### config.mk
export PLATFORM = sky130hd
export DESIGN_NAME = io_win_decoder
export DESIGN_NICKNAME = d
export VERILOG_FILES = /design/src/rtl/io_win_pkg.sv /design/src/rtl/io_win_regs.sv /design/src/rtl/io_win_match.sv /design/src/rtl/io_win_pick.sv /design/src/rtl/io_win_decoder.sv
export SDC_FILE = /design/constraint.sdc
export NUM_CORES = 2
export LEC_CHECK = 0
export ABC_AREA = 1
export BUFFER_PORTS_ARGS = -buffer_cell sky130_fd_sc_hd__buf_2
export CAP_MARGIN = 20
export CORE_ASPECT_RATIO = 1.5
export CORE_MARGIN = 2
export CORE_UTILIZATION = 57
export CTS_BUF_LIST = sky130_fd_sc_hd__clkbuf_4 sky130_fd_sc_hd__clkbuf_8 sky130_fd_sc_hd__clkbuf_16
export DETAILED_ROUTE_END_ITERATION = 16
export PLACE_DENSITY = 0.77
export SKIP_LAST_GASP = 1
export SYNTH_ARGS = -nofsm -noshare
export SYNTH_HDL_FRONTEND = slang
export SYNTH_SLANG_ARGS = --single-unit
export TNS_END_PERCENT = 30
### constraint.sdc
create_clock -name clk_i -period 2.65 [get_ports clk_i]
set_clock_uncertainty 0.2 [all_clocks]
set_input_delay 0.53 -clock clk_i [delete_from_list [all_inputs] [get_ports clk_i]]
set_output_delay 0.53 -clock clk_i [all_outputs]
set_load 0.005 [all_outputs]
### src/rtl/io_win_pkg.sv
package io_win_pkg;
  localparam int REG_W    = 32;
  localparam int GRAN_SH  = 20;
  localparam logic [3:0] OFS_LO  = 4'h0;
  localparam logic [3:0] OFS_HI  = 4'h8;
  localparam logic [3:0] OFS_TGT = 4'hC;
  localparam int EN_BIT   = 0;
  localparam int FLD_LSB  = 4;
endpackage

### src/rtl/io_win_regs.sv
module io_win_regs
  import io_win_pkg::*;
#(
  parameter int NUM_WIN = 8,
  parameter int REG_AW  = $clog2(NUM_WIN) + 5
) (
  input  logic                           clk_i,
  input  logic                           rst_ni,
  input  logic [REG_AW-1:0]              addr_i,
  input  logic                           we_i,
  input  logic [REG_W-1:0]               wdata_i,
  output logic [REG_W-1:0]               rdata_o,
  output logic [NUM_WIN-1:0][REG_W-1:0]  lo_o,
  output logic [NUM_WIN-1:0][REG_W-1:0]  hi_o,
  output logic [NUM_WIN-1:0][REG_W-1:0]  tgt_o,
  output logic [REG_W-1:0]               glob_o
);
  localparam int IDX_W = REG_AW - 4;
  localparam int SEL_W = IDX_W - 1;

  logic [IDX_W-1:0] idx;
  logic [3:0]       sub;
  logic [SEL_W-1:0] sel;

  assign idx = addr_i[REG_AW-1:4];
  assign sub = addr_i[3:0];
  assign sel = idx[SEL_W-1:0];

  for (genvar w = 0; w < NUM_WIN; w++) begin : g_win
    logic wsel;
    assign wsel = we_i && (idx == IDX_W'(w));
    always_ff @(posedge clk_i or negedge rst_ni) begin
      if (!rst_ni) begin
        lo_o[w]  <= '0;
        hi_o[w]  <= '0;
        tgt_o[w] <= '0;
      end else if (wsel) begin
        case (sub)
          OFS_LO:  lo_o[w]  <= wdata_i;
          OFS_HI:  hi_o[w]  <= wdata_i;
          OFS_TGT: tgt_o[w] <= wdata_i;
          default: ;
        endcase
      end
    end
  end

  always_ff @(posedge clk_i or negedge rst_ni) begin
    if (!rst_ni) glob_o <= '0;
    else if (we_i && idx == IDX_W'(NUM_WIN) && sub == 4'h0) glob_o <= wdata_i;
  end

  always_comb begin
    rdata_o = '0;
    if (idx < IDX_W'(NUM_WIN)) begin
      case (sub)
        OFS_LO:  rdata_o = lo_o[sel];
        OFS_HI:  rdata_o = hi_o[sel];
        OFS_TGT: rdata_o = tgt_o[sel];
        default: rdata_o = '0;
      endcase
    end else if (idx == IDX_W'(NUM_WIN) && sub == 4'h0) begin
      rdata_o = glob_o;
    end
  end
endmodule

### src/rtl/io_win_match.sv
module io_win_match #(
  parameter int NUM_WIN = 8,
  parameter int FLD_W   = 28
) (
  input  logic [NUM_WIN-1:0]            en_i,
  input  logic [NUM_WIN-1:0][FLD_W-1:0] lo_i,
  input  logic [NUM_WIN-1:0][FLD_W-1:0] hi_i,
  input  logic [FLD_W-1:0]              fld_i,
  output logic [NUM_WIN-1:0]            hit_vec_o
);
  for (genvar w = 0; w < NUM_WIN; w++) begin : g_cmp
    logic ge_lo, le_hi;
    assign ge_lo = (fld_i >= lo_i[w]);
    assign le_hi = (fld_i <= hi_i[w]);
    assign hit_vec_o[w] = en_i[w] && ge_lo && le_hi;
  end
endmodule

### src/rtl/io_win_pick.sv
module io_win_pick #(
  parameter int NUM_WIN = 8,
  parameter int WIN_W   = $clog2(NUM_WIN)
) (
  input  logic [NUM_WIN-1:0] hit_vec_i,
  output logic               any_o,
  output logic [WIN_W-1:0]   idx_o
);
  always_comb begin
    idx_o = '0;
    for (int i = NUM_WIN - 1; i >= 0; i--) begin
      if (hit_vec_i[i]) idx_o = WIN_W'(i);
    end
  end
  assign any_o = |hit_vec_i;
endmodule

### src/rtl/io_win_decoder.sv
module io_win_decoder
  import io_win_pkg::*;
#(
  parameter int NUM_WIN = 8,
  parameter int ADDR_W  = 48,
  parameter int TGT_W   = 4
) (
  input  logic                         clk_i,
  input  logic                         rst_ni,
  input  logic [$clog2(NUM_WIN)+4:0]   reg_addr_i,
  input  logic                         reg_we_i,
  input  logic [31:0]                  reg_wdata_i,
  output logic [31:0]                  reg_rdata_o,
  input  logic                         dec_valid_i,
  input  logic [ADDR_W-1:0]            dec_addr_i,
  output logic                         dec_valid_o,
  output logic                         dec_hit_o,
  output logic [$clog2(NUM_WIN)-1:0]   dec_win_o,
  output logic [TGT_W-1:0]             dec_target_o
);
  localparam int REG_AW = $clog2(NUM_WIN) + 5;
  localparam int WIN_W  = $clog2(NUM_WIN);
  localparam int FLD_W  = ADDR_W - GRAN_SH;

  logic [NUM_WIN-1:0][REG_W-1:0] lo_q, hi_q, tgt_q;
  logic [REG_W-1:0]              glob_q;
  logic [NUM_WIN-1:0][FLD_W-1:0] lo_fld, hi_fld;
  logic [NUM_WIN-1:0]            en_vec, hit_vec;
  logic                          any_hit;
  logic [WIN_W-1:0]              win_idx;
  logic [TGT_W-1:0]              tgt_sel;

  io_win_regs #(.NUM_WIN(NUM_WIN), .REG_AW(REG_AW)) u_regs (
    .clk_i   (clk_i),
    .rst_ni  (rst_ni),
    .addr_i  (reg_addr_i),
    .we_i    (reg_we_i),
    .wdata_i (reg_wdata_i),
    .rdata_o (reg_rdata_o),
    .lo_o    (lo_q),
    .hi_o    (hi_q),
    .tgt_o   (tgt_q),
    .glob_o  (glob_q)
  );

  for (genvar w = 0; w < NUM_WIN; w++) begin : g_fld
    assign en_vec[w] = lo_q[w][EN_BIT];
    assign lo_fld[w] = lo_q[w][FLD_LSB+FLD_W-1:FLD_LSB];
    assign hi_fld[w] = hi_q[w][FLD_LSB+FLD_W-1:FLD_LSB];
  end

  io_win_match #(.NUM_WIN(NUM_WIN), .FLD_W(FLD_W)) u_match (
    .en_i      (en_vec),
    .lo_i      (lo_fld),
    .hi_i      (hi_fld),
    .fld_i     (dec_addr_i[ADDR_W-1:GRAN_SH]),
    .hit_vec_o (hit_vec)
  );

  io_win_pick #(.NUM_WIN(NUM_WIN), .WIN_W(WIN_W)) u_pick (
    .hit_vec_i (hit_vec),
    .any_o     (any_hit),
    .idx_o     (win_idx)
  );

  assign tgt_sel = any_hit ? tgt_q[win_idx][TGT_W-1:0] : glob_q[TGT_W-1:0];

  always_ff @(posedge clk_i or negedge rst_ni) begin
    if (!rst_ni) begin
      dec_valid_o  <= 1'b0;
      dec_hit_o    <= 1'b0;
      dec_win_o    <= '0;
      dec_target_o <= '0;
    end else begin
      dec_valid_o <= dec_valid_i;
      if (dec_valid_i) begin
        dec_hit_o    <= any_hit;
        dec_win_o    <= win_idx;
        dec_target_o <= tgt_sel;
      end
    end
  end
endmodule

==> results.py <==
metrics = {
    "logic_synthesis": {
        "post-synth-top-area-cell": "sky130_fd_sc_hd__dfrtp_1",
        "synth.net_count": 6174,
        "synth_area_leaders": "sky130_fd_sc_hd__dfrtp_1 (44%), sky130_fd_sc_hd__ha_1 (12%), sky130_fd_sc_hd__nand2_1 (12%)",
        "yosysSeqAreaShare": 0.441,
        "synth_edf_count": 0,
        "synth.top_cell.area_share": 0.441,
        "synth-seq-cells": 809,
        "synthCells": 5634,
        "yosys-top-cells-count": "sky130_fd_sc_hd__nand2_1 (1481), sky130_fd_sc_hd__o21ai_0 (826), sky130_fd_sc_hd__dfrtp_1 (809)",
        "syn-cell-area_um2": 45900,
        "synth_top_flop_cell": "sky130_fd_sc_hd__dfrtp_1",
        "ys.warnings.count": 0,
        "asyncSetResetFlopFracSynth": 1.00,
        "synth_most_common_cell": "sky130_fd_sc_hd__nand2_1",
        "yosysUniqueCellTypes": 49,
        "synth.avg_cell_area_um2": 8.16,
    },
    "route": {
        "wl_per_cell_um": 23.6,
        "route.detailed.vias_per_inst": 6.21,
        "drt-pass1-iter-count": 10,
        "antenna_left": 0,
        "first_iter_violations": 5538,
        "dr_total_vias": 46800,
        "drcViolationCount": 0,
        "final_routed_wirelength_across_all_metal_layers_um": 178000,
    },
    "pwr": {
        "clkPwrFrac": 0.388,
        "cellInternalPower_mw": 21.8,
        "cellLeakagePower_nw": 27.5,
        "power.density_cell_area_nw_per_um2": 514,
        "vdd_ir_drop_max_mv": 0.521,
        "power.combinational.fraction": 0.176,
        "power.sequential.fraction": 0.436,
        "report.power.total_mw": 30.6,
        "sw_frac_of_total": 0.288,
        "switching_power_mw": 8.80,
    },
    "sta": {
        "min_period_ns": 3.23,
        "clock.fmax_ghz": 0.310,
        "setup_viol_count_final": 40,
        "report.final.slew_viol_count": 0,
        "rsz0062_at_grt": "yes",
        "timing.max_slew.rel_slack": 0.471,
        "timing.final.crit_share": 1.22,
        "timing.setup.tns_ns": -18.64,
        "whs_ns": 0.105,
        "setup_slack_ns": -0.580,
        "final-hold-violation-count": 0,
        "max_slew.worst_pin.slew_ns": 0.792,
    },
    "placed_design": {
        "port_buffers": 112,
        "finalWeightedCongestion": 0.982,
        "placed_cells": 7322,
        "place_hpwl_um": 123000,
    },
    "setup_path": {
        "rrSetupSlack_ns": -0.51,
        "timing_worst_setup_path_type": "in2out",
        "cp.buffers_inverters": 7,
        "crit_path_top_delay_cell": "sky130_fd_sc_hd__o211ai_1",
        "cpMostUsedCell": "sky130_fd_sc_hd__buf_6",
        "cp_data_arrival_time_ns": 2.50,
        "r2r.worst_path.cells": 19,
        "ordered_list_of_cells_on_the_worst_path": "buf_6 > buf_6 > nand2_8 > clkinv_8 > buf_12 > buf_6 > nand2_2 > nand4_1 > o211ai_1 > buf_4 > nand3_2 > a22o_1 > buf_2",
        "worst_r2r_startpoint": "u_regs.hi_o[7]",
        "critical_path_peak_fanout": 8,
        "crit_path_end_kind": "output pin",
        "max_stage_delay_ns": 0.43,
        "critical_path.top_delay_family": "buffers and inverters",
        "required_ns": 1.92,
        "worst_r2r_endpoint": "dec_target_o[2]",
        "start_kind": "input pin",
    },
    "cts": {
        "cts.reportedPaths.clkPinSlew_ns": 0.06,
        "tritoncts.num_buffers": 80,
        "htree_num_levels": 3,
        "clock_latency_ns": 0.69,
        "cts-root-buf": "sky130_fd_sc_hd__clkbuf_16",
        "clock_path_buffers": 3,
        "tritoncts_num_sinks": 809,
        "cts_tree": "built",
    },
    "hold_path": {
        "timing.hold.worst_endpoint": "u_regs.hi_o[216]",
        "min_delay_path_depth": 3,
        "worst_hold_path_type": "in2reg",
        "min_from": "reg_wdata_i[24]",
    },
    "floorplanning": {
        "die-height_um": 352,
        "die-area_um2": 82900,
        "design.portCount": 133,
        "core-area_um2": 79900,
        "start_util": 0.575,
        "dieWidth_um": 236,
        "rows": 127,
    },
    "run": {
        "drv.max_cap_violation_count": 0,
    },
    "status": {
        "violated_checks": "setup timing",
        "run_status": "finished with violations",
    },
    "finish": {
        "fillCellCount": 5775,
        "finalCoreUtilization": 0.743,
        "final-instance-count-excl-fill": 7542,
        "syn_to_final_growth_pct": 29.3,
        "final_nets": 6988,
        "antenna-diode-count": 0,
        "post_route_cells_drive_above_1_share": 0.229,
    },
    "global_route": {
        "antenna_found_initial": 5,
        "global_route_wire_length_before_repair_um": 267000,
        "track_usage": 0.424,
        "overflow": 0,
        "grt_start_max_net_pins": 89,
        "grt_pass1_vias": 46300,
    },
}
final cells by class:
type | count | area, um^2 | area share
well taps | 1032 | 1290 | 0.0217
multi-input cells | 3908 | 23600 | 0.397
inverters | 581 | 2230 | 0.0375
flip-flops and latches | 809 | 20200 | 0.341
repair buffers | 1068 | 9400 | 0.158
clock buffers | 109 | 2350 | 0.0395
clock inverters | 35 | 315 | 0.00531
stage by stage:
step | setup slack (ns) | area, um^2
3_3_place_gp | -1.48 | 54400
4_1_cts | -0.492 | 58600
5_1_grt | -0.649 | 59400
6_report | -0.580 | 59400
3_5_place_dp | -1.52 | 54400
2_1_floorplan | -0.127 | 46000
tightest hold or removal path, stage by stage:
cell and delay (ns):
sky130_fd_sc_hd__buf_2 0.07, sky130_fd_sc_hd__inv_1 0.13, sky130_fd_sc_hd__o21ai_0 0.18
cells by family (layout without fill, tap and decap cells):
| logic type | Yosys count | count (layout) | synth area share |
|---|---|---|---|
| simple gates | 1905 | 1906 | 0.168 |
| compound gates | 1554 | 1554 | 0.194 |
| fa+ha+maj | 448 | 448 | 0.122 |
| buf+inv | 918 | 1793 | 0.0753 |
| flops | 809 | 809 | 0.441 |
metal layers:
metal / GRT usage / wire length [um]
met4: 0.325 / 15500
met2: 0.681 / 81400
met5: 0 / 121
met3: 0.0908 / 17900
met1: 0.502 / 63200
sequential cells by signal, indices dropped and copies added (netlist names):
| name | cells |
|---|---|
| u_regs.glob_o | 32 |
| dec_hit_o | 1 |
| u_regs.lo_o | 256 |
| u_regs.hi_o | 256 |
| dec_target_o | 4 |
| dec_valid_o | 1 |
| u_regs.tgt_o | 256 |
| dec_win_o | 3 |
power by group through the flow:
stage	Sequential, mW	Clock (mW)	Combinational (mW)
after floorplan	13.4	0	2.25
after global placement	13.5	0	4.66
after detailed placement	13.5	0	4.81
after CTS	13.3	11.9	5.10
after global routing	13.4	12.4	5.85
final	13.3	11.9	5.38
placed cells by master, fill, tap and decap left out, drive strengths merged, types with 22 or more instances in the layout:
master	Yosys	layout
inv	579	581
o21ai	879	879
ha	448	448
nor2	116	116
clkinv	2	23
nor3	31	31
nand2	1486	1487
a21oi	239	239
a22oi	103	103
buf	17	1059
a22o	22	22
dfrtp	809	809
nand4	89	89
nand3	168	168
clkbuf	320	113
o2111ai	42	42
o22ai	86	86
o211ai	97	97
worst max-delay path by stage:
stage,from,end,depth (start not counted)
CTS,reg_addr_i[5],reg_rdata_o[4],13
global route,u_regs.hi_o[246],dec_target_o[3],24
detailed placement,dec_addr_i[39],dec_target_o[3],17
floorplan,dec_addr_i[20],dec_target_o[3],26
finish,reg_addr_i[4],reg_rdata_o[4],13
global placement,dec_addr_i[39],dec_target_o[3],17
timing repair:
action,CTS,global route
hold buffers,2,0
hold endpoints to repair,135,0
setup endpoints to repair,40,40
gates resized for setup,247,123
gates cloned,7,4
buffers inserted,44,22
pin swaps,109,74
Power figures use the tool's default switching activity.
